**src/rtl/evb_pkg.sv**
```systemverilog
package evb_pkg;
   typedef enum logic [1:0] {
      EVB_IDLE  = 2'd0,
      EVB_GATE  = 2'd1,
      EVB_WIN   = 2'd2,
      EVB_RECOV = 2'd3
   } evb_state_e;
endpackage

```
**src/rtl/evb_clrmerge.sv**
```systemverilog
module evb_clrmerge #(
   parameter int DATA_W      = 32,
   parameter int CLR_BIT     = 31,
   parameter int SYNC_STAGES = 2
) (
   input  logic              clk,
   input  logic              rst_n,
   input  logic              panel_i,
   input  logic              trig_i,
   input  logic              bcast_i,
   input  logic              csr_we_i,
   input  logic [DATA_W-1:0] csr_wdata_i,
   output logic              clr_req_o
);
   logic panel_s, trig_s;

   if (SYNC_STAGES == 0) begin : g_direct
      assign panel_s = panel_i;
      assign trig_s  = trig_i;
   end else begin : g_sync
      logic [SYNC_STAGES-1:0] pan_sh, trg_sh;
      always_ff @(posedge clk) begin
         if (!rst_n) begin
            pan_sh <= '0;
            trg_sh <= '0;
         end else begin
            for (int k = SYNC_STAGES-1; k > 0; k--) begin
               pan_sh[k] <= pan_sh[k-1];
               trg_sh[k] <= trg_sh[k-1];
            end
            pan_sh[0] <= panel_i;
            trg_sh[0] <= trig_i;
         end
      end
      assign panel_s = pan_sh[SYNC_STAGES-1];
      assign trig_s  = trg_sh[SYNC_STAGES-1];
   end

   assign clr_req_o = panel_s | trig_s | bcast_i | (csr_we_i & csr_wdata_i[CLR_BIT]);
endmodule

```
**src/rtl/evb_seq.sv**
```systemverilog
module evb_seq
   import evb_pkg::*;
#(
   parameter int FCW_CYC = 16,
   parameter int REC_CYC = 125,
   parameter int CNT_W   = 7
) (
   input  logic clk,
   input  logic rst_n,
   input  logic gate_i,
   input  logic full_i,
   input  logic clr_req_i,
   output logic ready_o,
   output logic open_o,
   output logic start_o,
   output logic commit_o,
   output logic clr_take_o
);
   evb_state_e state_q, state_d;
   logic [CNT_W-1:0] cnt_q, cnt_d;
   logic gate_q;

   always_comb begin
      state_d    = state_q;
      cnt_d      = cnt_q;
      start_o    = 1'b0;
      commit_o   = 1'b0;
      clr_take_o = 1'b0;
      case (state_q)
         EVB_IDLE: begin
            if (gate_i && !gate_q && !full_i) begin
               state_d = EVB_GATE;
               start_o = 1'b1;
            end
         end
         EVB_GATE: begin
            if (!gate_i) begin
               state_d = EVB_WIN;
               cnt_d   = CNT_W'(FCW_CYC - 1);
            end
         end
         EVB_WIN: begin
            if (clr_req_i) begin
               clr_take_o = 1'b1;
               state_d    = EVB_RECOV;
               cnt_d      = CNT_W'(REC_CYC - 1);
            end else if (cnt_q == '0) begin
               commit_o = 1'b1;
               state_d  = EVB_IDLE;
            end else begin
               cnt_d = cnt_q - 1'b1;
            end
         end
         default: begin
            if (cnt_q == '0) state_d = EVB_IDLE;
            else             cnt_d   = cnt_q - 1'b1;
         end
      endcase
   end

   always_ff @(posedge clk) begin
      if (!rst_n) begin
         state_q <= EVB_IDLE;
         cnt_q   <= '0;
         gate_q  <= 1'b0;
      end else begin
         state_q <= state_d;
         cnt_q   <= cnt_d;
         gate_q  <= gate_i;
      end
   end

   assign ready_o = (state_q == EVB_IDLE) && !full_i;
   assign open_o  = (state_q == EVB_GATE) || (state_q == EVB_WIN);
endmodule

```
**src/rtl/evb_ptrs.sv**
```systemverilog
module evb_ptrs #(
   parameter int EV_AW = 4
) (
   input  logic             clk,
   input  logic             rst_n,
   input  logic             commit_i,
   input  logic             rd_ack_i,
   output logic [EV_AW-1:0] wr_ptr_o,
   output logic [EV_AW-1:0] rd_ptr_o,
   output logic             empty_o,
   output logic             full_o
);
   logic [EV_AW:0] wr_q, rd_q;

   always_ff @(posedge clk) begin
      if (!rst_n) begin
         wr_q <= '0;
         rd_q <= '0;
      end else begin
         if (commit_i)             wr_q <= wr_q + 1'b1;
         if (rd_ack_i && !empty_o) rd_q <= rd_q + 1'b1;
      end
   end

   assign wr_ptr_o = wr_q[EV_AW-1:0];
   assign rd_ptr_o = rd_q[EV_AW-1:0];
   assign empty_o  = (wr_q == rd_q);
   assign full_o   = (wr_q[EV_AW] != rd_q[EV_AW]) && (wr_q[EV_AW-1:0] == rd_q[EV_AW-1:0]);
endmodule

```
**src/rtl/evb_memport.sv**
```systemverilog
module evb_memport #(
   parameter int DATA_W = 32,
   parameter int VAL_W  = 16,
   parameter int CH_W   = 6,
   parameter int GEO_W  = 5,
   parameter int EV_AW  = 4,
   parameter int IDX_W  = 9,
   parameter int MEM_AW = EV_AW + IDX_W
) (
   input  logic              clk,
   input  logic              rst_n,
   input  logic              open_i,
   input  logic              start_i,
   input  logic [EV_AW-1:0]  wr_ptr_i,
   input  logic [GEO_W-1:0]  geo_i,
   input  logic              acq_we_i,
   input  logic [CH_W-1:0]   acq_chan_i,
   input  logic [VAL_W-1:0]  acq_val_i,
   input  logic              host_we_i,
   input  logic              host_burst_i,
   input  logic [MEM_AW-1:0] host_addr_i,
   input  logic [DATA_W-1:0] host_wdata_i,
   output logic              acq_take_o,
   output logic              mem_we_o,
   output logic [MEM_AW-1:0] mem_addr_o,
   output logic [DATA_W-1:0] mem_wdata_o,
   output logic              host_nak_o
);
   logic [IDX_W-1:0]  widx_q;
   logic              slot_full_q;
   logic              host_take;
   logic [DATA_W-1:0] acq_word;

   always_comb begin
      acq_word = '0;
      acq_word[VAL_W-1:0]             = acq_val_i;
      acq_word[VAL_W +: CH_W]         = acq_chan_i;
      acq_word[VAL_W+CH_W +: GEO_W]   = geo_i;
      acq_word[DATA_W-1]              = ^acq_word[DATA_W-2:0];
   end

   assign acq_take_o = acq_we_i && open_i && !slot_full_q;
   assign host_take  = host_we_i && !host_burst_i && !acq_take_o;

   always_ff @(posedge clk) begin
      if (!rst_n) begin
         widx_q      <= '0;
         slot_full_q <= 1'b0;
         mem_we_o    <= 1'b0;
         mem_addr_o  <= '0;
         mem_wdata_o <= '0;
         host_nak_o  <= 1'b0;
      end else begin
         if (start_i) begin
            widx_q      <= '0;
            slot_full_q <= 1'b0;
         end else if (acq_take_o) begin
            if (widx_q == {IDX_W{1'b1}}) slot_full_q <= 1'b1;
            else                          widx_q      <= widx_q + 1'b1;
         end
         mem_we_o   <= acq_take_o || host_take;
         host_nak_o <= host_we_i && !host_take;
         if (acq_take_o) begin
            mem_addr_o  <= {wr_ptr_i, widx_q};
            mem_wdata_o <= acq_word;
         end else if (host_take) begin
            mem_addr_o  <= host_addr_i;
            mem_wdata_o <= host_wdata_i;
         end
      end
   end
endmodule

```
**src/rtl/evbuf_mgr.sv**
```systemverilog
module evbuf_mgr #(
   parameter int  EVENTS      = 16,
   parameter int  MEM_WORDS   = 8192,
   parameter int  DATA_W      = 32,
   parameter int  VAL_W       = 16,
   parameter int  CH_W        = 6,
   parameter int  GEO_W       = 5,
   parameter int  CLR_BIT     = 31,
   parameter int  FCW_CYC     = 16,
   parameter int  CLK_MHZ     = 125,
   parameter int  RECOVER_NS  = 1000,
   parameter int  SYNC_STAGES = 2,
   localparam int EV_AW       = $clog2(EVENTS),
   localparam int MEM_AW      = $clog2(MEM_WORDS),
   localparam int IDX_W       = MEM_AW - EV_AW,
   localparam int REC_CYC     = CLK_MHZ * RECOVER_NS / 1000,
   localparam int CNT_MAX     = (FCW_CYC > REC_CYC) ? FCW_CYC : REC_CYC,
   localparam int CNT_W       = $clog2(CNT_MAX + 1)
) (
   input  logic              clk,
   input  logic              rst_n,
   input  logic              gate_i,
   output logic              ready_o,
   input  logic              fc_panel_i,
   input  logic              fc_trig_i,
   input  logic              fc_bcast_i,
   input  logic              csr0_we_i,
   input  logic [DATA_W-1:0] csr0_wdata_i,
   input  logic [GEO_W-1:0]  geo_i,
   input  logic              acq_we_i,
   input  logic [CH_W-1:0]   acq_chan_i,
   input  logic [VAL_W-1:0]  acq_val_i,
   input  logic              host_we_i,
   input  logic              host_burst_i,
   input  logic [MEM_AW-1:0] host_addr_i,
   input  logic [DATA_W-1:0] host_wdata_i,
   input  logic              rd_ack_i,
   output logic [EV_AW-1:0]  wr_ptr_o,
   output logic [EV_AW-1:0]  rd_ptr_o,
   output logic              empty_o,
   output logic              full_o,
   output logic              mem_we_o,
   output logic [MEM_AW-1:0] mem_addr_o,
   output logic [DATA_W-1:0] mem_wdata_o,
   output logic              host_nak_o
);
   if (EVENTS < 2 || (EVENTS & (EVENTS - 1)) != 0) begin : g_bad_events
      $error("EVENTS must be a power of two, at least 2");
   end
   if ((MEM_WORDS & (MEM_WORDS - 1)) != 0 || MEM_WORDS < 2 * EVENTS) begin : g_bad_mem
      $error("MEM_WORDS must be a power of two holding at least two words per event");
   end
   if (VAL_W + CH_W + GEO_W >= DATA_W) begin : g_bad_fields
      $error("value, channel and geographic fields leave no room for parity");
   end
   if (CLR_BIT >= DATA_W) begin : g_bad_clrbit
      $error("CLR_BIT outside control word");
   end
   if (FCW_CYC < 1 || REC_CYC < 1) begin : g_bad_timing
      $error("window and recovery must each last at least one cycle");
   end
   if (SYNC_STAGES < 0 || SYNC_STAGES > 4) begin : g_bad_sync
      $error("SYNC_STAGES must lie in 0..4");
   end

   logic clr_req, clr_take, commit, start, open_win, acq_take;

   evb_clrmerge #(.DATA_W(DATA_W), .CLR_BIT(CLR_BIT), .SYNC_STAGES(SYNC_STAGES)) u_clr (
      .clk(clk), .rst_n(rst_n), .panel_i(fc_panel_i), .trig_i(fc_trig_i),
      .bcast_i(fc_bcast_i), .csr_we_i(csr0_we_i), .csr_wdata_i(csr0_wdata_i),
      .clr_req_o(clr_req)
   );

   evb_seq #(.FCW_CYC(FCW_CYC), .REC_CYC(REC_CYC), .CNT_W(CNT_W)) u_seq (
      .clk(clk), .rst_n(rst_n), .gate_i(gate_i), .full_i(full_o), .clr_req_i(clr_req),
      .ready_o(ready_o), .open_o(open_win), .start_o(start), .commit_o(commit),
      .clr_take_o(clr_take)
   );

   evb_ptrs #(.EV_AW(EV_AW)) u_ptrs (
      .clk(clk), .rst_n(rst_n), .commit_i(commit), .rd_ack_i(rd_ack_i),
      .wr_ptr_o(wr_ptr_o), .rd_ptr_o(rd_ptr_o), .empty_o(empty_o), .full_o(full_o)
   );

   evb_memport #(.DATA_W(DATA_W), .VAL_W(VAL_W), .CH_W(CH_W), .GEO_W(GEO_W),
                 .EV_AW(EV_AW), .IDX_W(IDX_W), .MEM_AW(MEM_AW)) u_mem (
      .clk(clk), .rst_n(rst_n), .open_i(open_win), .start_i(start), .wr_ptr_i(wr_ptr_o),
      .geo_i(geo_i), .acq_we_i(acq_we_i), .acq_chan_i(acq_chan_i), .acq_val_i(acq_val_i),
      .host_we_i(host_we_i), .host_burst_i(host_burst_i), .host_addr_i(host_addr_i),
      .host_wdata_i(host_wdata_i), .acq_take_o(acq_take), .mem_we_o(mem_we_o),
      .mem_addr_o(mem_addr_o), .mem_wdata_o(mem_wdata_o), .host_nak_o(host_nak_o)
   );
endmodule

```
**config.mk**
```make
export PLATFORM = sky130hd
export DESIGN_NAME = evbuf_mgr
export DESIGN_NICKNAME = d
export VERILOG_FILES = /design/src/rtl/evb_pkg.sv /design/src/rtl/evb_clrmerge.sv /design/src/rtl/evb_seq.sv /design/src/rtl/evb_ptrs.sv /design/src/rtl/evb_memport.sv /design/src/rtl/evbuf_mgr.sv
export SDC_FILE = /design/constraint.sdc
export NUM_CORES = 1
export LEC_CHECK = 0
export BUFFER_PORTS_ARGS = -buffer_cell sky130_fd_sc_hd__buf_4
export CAP_MARGIN = 20
export CELL_PAD_IN_SITES_DETAIL_PLACEMENT = 0
export CELL_PAD_IN_SITES_GLOBAL_PLACEMENT = 2
export CORE_MARGIN = 8
export CORE_UTILIZATION = 26
export DETAILED_ROUTE_END_ITERATION = 12
export GPL_TIMING_DRIVEN = 0
export MAX_ROUTING_LAYER = met4
export PLACE_DENSITY_LB_ADDON = 0.1
export SETUP_SLACK_MARGIN = 0.05
export SKIP_CTS_REPAIR_TIMING = 1
export SYNTH_ARGS = -nofsm -noshare
export SYNTH_HDL_FRONTEND = slang
export SYNTH_SLANG_ARGS = --single-unit
export TNS_END_PERCENT = 10
```
**constraint.sdc**
```tcl
create_clock -name clk -period 2.75 [get_ports clk]
set_input_delay 0 -clock clk [delete_from_list [all_inputs] [get_ports clk]]
set_output_delay 0 -clock clk [all_outputs]
set_load 0.02 [all_outputs]
```
**After elaboration in Yosys (flattened, before gate mapping)**

Cells that the tools add are included.

- Bits in registers: 81
- Input bits: 115
- Logic and storage cells: 80

- Add/sub/neg operators: 4
- Equal/unequal tests: 8
- Muxes and demuxes: 18
- Bitwise gates (word level): 7
- Reduce and logical (&&, ||, !) cells: 29

Operator list:

| kind | number |
|---|---|
| $mux 32 | 2 |
| $reduce_xor 31->1 | 1 |
| $mux 13 | 2 |
| $mux 7 | 3 |
| $pmux 7 s3 | 1 |
| $add 5x1->5 const B | 2 |
| $logic_and 1x1->1 | 10 |
| $add 9x1->9 const B | 1 |
| $eq 9x9->1 const B | 1 |
| $mux 2 | 4 |
| $reduce_and 2->1 | 4 |
| $logic_not 1->1 | 7 |
| $logic_not 7->1 | 1 |
| $sub 7x1->7 const B | 1 |
| $pmux 2 s3 | 1 |
| $eq 5x5->1 | 1 |
| $mux 1 | 5 |
| $eq 4x4->1 | 1 |
| $reduce_or 2->1 | 2 |
| $not 1->1 | 3 |
| $or 1x1->1 | 3 |
| $eq 2x1->1 const B | 1 |
| $eq 2x2->1 const B | 1 |
| $logic_not 2->1 | 1 |
| 6 further kinds | 7 |

**Longest topological paths before layout**

- Word-level depth: 8
- Depth in mapped cells: 9
- Mapped depth without buffers: 9

**Hierarchy**

Synthesis repeated with hierarchy kept, for this count alone.

- Cell total of the unflattened synthesis: 507
- Area, all modules: 4282.9 um^2

By module, submodules not included:

| module | instances | cells an instance | area each (um^2) |
|---|---|---|---|
| evb_memport | 1 | 329 | 2736.4 |
| evb_seq | 1 | 93 | 749.5 |
| evb_ptrs | 1 | 76 | 680.7 |
| evb_clrmerge | 1 | 9 | 116.4 |

**Worst setup path after synthesis**

OpenSTA, ideal clock, no wires.

- Path type: reg-to-reg
- Start: register u_seq.state_q[0]
- End: register u_mem.widx_q[5]
- Library setup time: 70 ps
- Arrival: 1836 ps
- Slack: 844 ps
- Stages on the path, launching flop included: 9
- Clock period less this slack: 1906 ps
- Cell sequence: dfxtp_1 -> inv_1 -> ha_1 -> buf_2 -> nand3b_1 -> nor2_2 -> nand4_1 -> or3_1 -> a21oi_1

- Longest elaborated chain between the ends: 5
- Elaborated cells on any way between the ends: 9

RTL lines:

| item | line | RTL |
|---|---|---|
| start: declaration | evb_seq.sv:19 | `evb_state_e state_q, state_d;` |
| start signal: assignment | evb_seq.sv:67 | `state_q <= state_d;` |
| $eq 2x1->1 / $eq 2x2->1 (equally long branches) | evb_seq.sv:74 | `assign open_o = (state_q == EVB_GATE) \|\| (state_q == EVB_WIN);` |
| $logic_or 1x1->1 | evb_seq.sv:74 |  |
| $logic_and 1x1->1 (2 in a row) | evb_memport.sv:42 | `assign acq_take_o = acq_we_i && open_i && !slot_full_q;` |
| $reduce_and 2->1 (no line) | - |  |
| end signal: assignment | evb_memport.sv:59 | `else widx_q <= widx_q + 1'b1;` |
| end: declaration | evb_memport.sv:29 | `logic [IDX_W-1:0] widx_q;` |

Parallel ways exist; a longest one is shown, timed or not.
A chain may end at the register's enable or synchronous reset.

**Final worst setup path**

- Start: register u_seq.state_q[0]
- End: register u_mem.mem_wdata_o[10]

- Longest elaborated chain between the ends: 7
- Elaborated cells on any way between the ends: 9

RTL lines:

| item | line | RTL |
|---|---|---|
| $eq 2x1->1 / $eq 2x2->1 (equally long branches) | evb_seq.sv:74 |  |
| $logic_or 1x1->1 (*) | evb_seq.sv:74 |  |
| $logic_and 1x1->1 (*) (2 in a row) | evb_memport.sv:42 |  |
| $logic_not 1->1 | evb_memport.sv:43 | `assign host_take = host_we_i && !host_burst_i && !acq_take_o;` |
| $logic_and 1x1->1 | evb_memport.sv:43 |  |
| $reduce_bool 2->1 (no line) | - |  |
| end signal: assignment | evb_memport.sv:65 | `mem_wdata_o <= acq_word;` |
| end signal: assignment | evb_memport.sv:68 | `mem_wdata_o <= host_wdata_i;` |
| end: declaration | evb_memport.sv:26 | `output logic [DATA_W-1:0] mem_wdata_o,` |

Every way passes the cells marked *; elsewhere a longest branch is shown, timed or not.

==> tab_implementation.tex <==
\begin{tabular}{lr}
\hline
Metric & Value \\
\hline
\multicolumn{2}{l}{\textbf{Timing}} \\
Post-route worst hold slack & -0.0385 ns \\
Period minus WS final & 2.44 ns \\
Setup-violating endpoint count in the final report & 0 \\
Final sum of negative setup slack & 0 ns \\
Count of final max-slew check failures & 0 \\
Max\_slew headroom & 44.5\% \\
Final hold violations & 4 \\
Achievable Freq & 411 MHz \\
RSZ-0062 raised after global routing & false \\
Final period utilization & 88.6\% \\
Slew at the pin with the worst max-slew slack & 0.827 ns \\
Clock skew & 0.00793 ns \\
\multicolumn{2}{l}{\textbf{Die}} \\
Die boundary width & 139 µm \\
Io pins & 173 \\
Floorplan Core Area & 0.0150 mm² \\
Initial Utilization & 26.2\% \\
Floorplan row count & 45 \\
Die H & 139 µm \\
Die footprint & 0.0194 mm² \\
\multicolumn{2}{l}{\textbf{Place}} \\
Number of instances in the placed design & 817 \\
Buffers added on ports & 141 \\
Gp weighted congestion & 0.763 \\
Post-Place Cell Area & 0.00524 mm² \\
Half-perimeter wire length of the detailed placement result & 11.0 mm \\
\multicolumn{2}{l}{\textbf{Yosys}} \\
Area share of the leading cell type in the synthesized netlist & 41.1\% \\
Syn Inst Count & 488 \\
Count of flip-flops with a built-in enable after synthesis & 0 \\
Area of the mapped netlist & 0.00394 mm² \\
Net Count, Synth & 613 \\
Count of warnings emitted by yosys & 0 \\
Share of flip-flops with an asynchronous set or reset after synthesis & 0\% \\
Sequential share of the synthesized area & 41.1\% \\
Count of unique library cells instantiated by Yosys & 40 \\
Flip-flop and latch count after synthesis & 81 \\
Post-synth top area cell & dfxtp\_1 \\
Cell types occupying the most area after synthesis & dfxtp\_1 (41\%), nand2\_1 (10\%), a311oi\_1 (8.9\%), xnor2\_1 (7.6\%), nor2\_1 (5.7\%) \\
Post-Synthesis Mean Instance Area & 8.08 µm² \\
Top flip-flop cell by instance count after synthesis & dfxtp\_1 \\
\multicolumn{2}{l}{\textbf{Run status}} \\
Outcome & finished, violations left \\
Failing checks & negative hold slack \\
\multicolumn{2}{l}{\textbf{Pwr}} \\
Post-layout total power & 5.09 mW \\
Leakage dissipation & 2.64 nW \\
Maximum resistive drop on vdd & 0.000379 V \\
Cell area power density & 810 mW/mm² \\
\multicolumn{2}{l}{\textbf{Detailed routing}} \\
Starting DRT DRC Count & 186 \\
Detail Route Antenna Nets & 0 \\
Drt wl/cell & 16.6 µm \\
Overall routed net length & 15.0 mm \\
Via/cell ratio & 4.60 \\
Remaining DRCs & 0 \\
Vias after detailed routing & 4,170 \\
Initial DRT Pass Iterations & 4 \\
\multicolumn{2}{l}{\textbf{Setup path}} \\
Highest net fanout along the worst path & 10 \\
Critical Path RT & 2.94 ns \\
CP dominant cell by count & clkbuf\_1 \\
CP Data Arrival Time & 2.63 ns \\
Crit path largest cell delay & 0.49 ns \\
CP endpoint kind & flop \\
Worst r2r path cells & 7 \\
Start-to-end type of the worst setup path & reg2reg \\
Cell chain of the critical path & inv\_1 > ha\_1 > buf\_2 > nand3b\_1 > clkbuf\_1 > clkbuf\_1 > a311oi\_1 \\
Kind of start point of the critical path & flop \\
Slowest stage cell on the critical path & clkbuf\_1 \\
\multicolumn{2}{l}{\textbf{Job}} \\
Max capacitance violation total & 0 \\
\multicolumn{2}{l}{\textbf{Min path}} \\
Min-Delay Path Depth & 3 \\
Path category of the worst min-delay check & in2reg \\
\multicolumn{2}{l}{\textbf{Cells and area}} \\
Net count, final & 838 \\
Leading cell type in the layout, fill and taps excluded & buf\_4 \\
Cell Count, Final, Fillers Out & 906 \\
Final cell area excluding filler cells & 0.00628 mm² \\
Synth-to-layout area growth & 59.4\% \\
Top library cells by usage in the layout, fill and taps aside & buf\_4 (149), nand2\_1 (110), dfxtp\_1 (81) \\
Share of post-route cells with drive strength above 1 & 24.1\% \\
Number of antenna repair diodes & 0 \\
\multicolumn{2}{l}{\textbf{Clocking}} \\
Count of H-tree levels built during CTS & 3 \\
Root Buffer Master & clkbuf\_16 \\
Inserted Clock Buffers & 9 \\
Worst skew pair latency & 0.35 ns \\
Clock-pin slew of the registers on the worst-case setup and hold paths & 0.07 ns \\
Total number of clock tree sinks & 81 \\
Deepest clock path buffer count & 2 \\
Clock tree from TritonCTS & yes \\
\multicolumn{2}{l}{\textbf{Global route}} \\
Global-route wire length before repair & 22.1 mm \\
Largest net degree at the start of global routing & 14 \\
Number of antenna violations at the first check in global routing & 0 \\
Aggregate global routing overflow & 0 \\
Global-route total usage across every layer & 15.2\% \\
Number of global-route vias before repair & 3,980 \\
\hline
\end{tabular}
Yosys cell counts, types with 8 or more instances:
| library cell | number |
|---|---|
| and2_1 | 10 |
| ha_1 | 10 |
| buf_4 | 8 |
| xnor2_1 | 34 |
| clkbuf_1 | 21 |
| nor2_1 | 60 |
| a311oi_1 | 40 |
| a21oi_1 | 18 |
| nor2b_1 | 8 |
| xor2_1 | 11 |
| nand2_1 | 110 |
| dfxtp_1 | 81 |
| o21ai_0 | 16 |
sequential cells by signal, indices dropped and copies added, names as in the netlist:
name / cells
u_mem.mem_wdata_o: 32
u_mem.mem_addr_o: 13
u_mem.widx_q: 9
u_seq.cnt_q: 7
u_ptrs.rd_q: 5
u_ptrs.wr_q: 5
u_clr.g_sync.pan_sh: 2
u_clr.g_sync.trg_sh: 2
u_seq.state_q: 2
u_mem.host_nak_o: 1
u_mem.mem_we_o: 1
u_mem.slot_full_q: 1
u_seq.gate_q: 1
through the flow:
stage	setup slack (ns)	util, %
2_1_floorplan	0.844	-
3_3_place_gp	0.322	34.8
3_5_place_dp	0.227	34.8
4_1_cts	0.211	36.9
5_1_grt	0.0833	41.8
6_report	0.314	41.8
where the power goes:
part | switching [mW] | internal (mW) | total [mW] | leakage [nW]
Sequential | 0.170 | 1.44 | 1.61 | 0.663
Clock | 0.518 | 0.777 | 1.30 | 0.151
Combinational | 1.27 | 0.918 | 2.19 | 1.83
final cells by class:
class,count,area [µm²]
well taps,188,235
repair buffers,214,1790
fillers,1551,8750
clock inverters,4,50.0
clock buffers,12,267
multi-input cells,365,2130
plain buffers,34,161
flip-flops and latches,81,1620
inverters,8,30.0
worst max-delay path, delay by kind of cell (launching register included):
kind / cells / cell delay (ns)
adder cells (fa/ha/maj): 1 / 0.28
AND/OR/NAND/NOR: 1 / 0.24
buffers and inverters: 4 / 1.16
AO/OA/AOI/OAI: 1 / 0.20
flip-flops: 1 / 0.38
final timing paths:
kind,endpoint,startpoint,slack (ns)
worst max-delay path,u_mem.mem_wdata_o[10]$_SDFFE_PN0P_,u_seq.state_q[0]$_SDFFE_PN0P_,0.31
worst min-delay path,u_mem.mem_wdata_o[5]$_SDFFE_PN0P_,acq_val_i[5],-0.04
worst max register to register,u_mem.mem_wdata_o[10]$_SDFFE_PN0P_,u_seq.state_q[0]$_SDFFE_PN0P_,0.31
worst min register to register,u_clr.g_sync.trg_sh[1]$_SDFF_PN0_,u_clr.g_sync.trg_sh[0]$_SDFF_PN0_,0.43
cell families (layout without fill, tap and decap cells):
family,after synthesis,in the layout,synth area share [%]
buffers and inverters,42,272,4.83
adders and majority gates,10,10,3.17
xor gates and xnor gates,45,45,10.0
DFF,81,81,41.1
muxes,2,2,0.508
AOI/OAI and AO/OA,92,92,16.8
and+or+nand+nor,216,216,23.5
per-layer routing:
metal	global-route usage, %	share of wire [%]	vias to the layer above
met3	4.30	3.9	14
li1	-	-	2111
met1	18.3	47	1942
met4	5.37	1.4	0
met5	-	0	-
met2	23.7	48	103
Power figures use the tool's default switching activity.
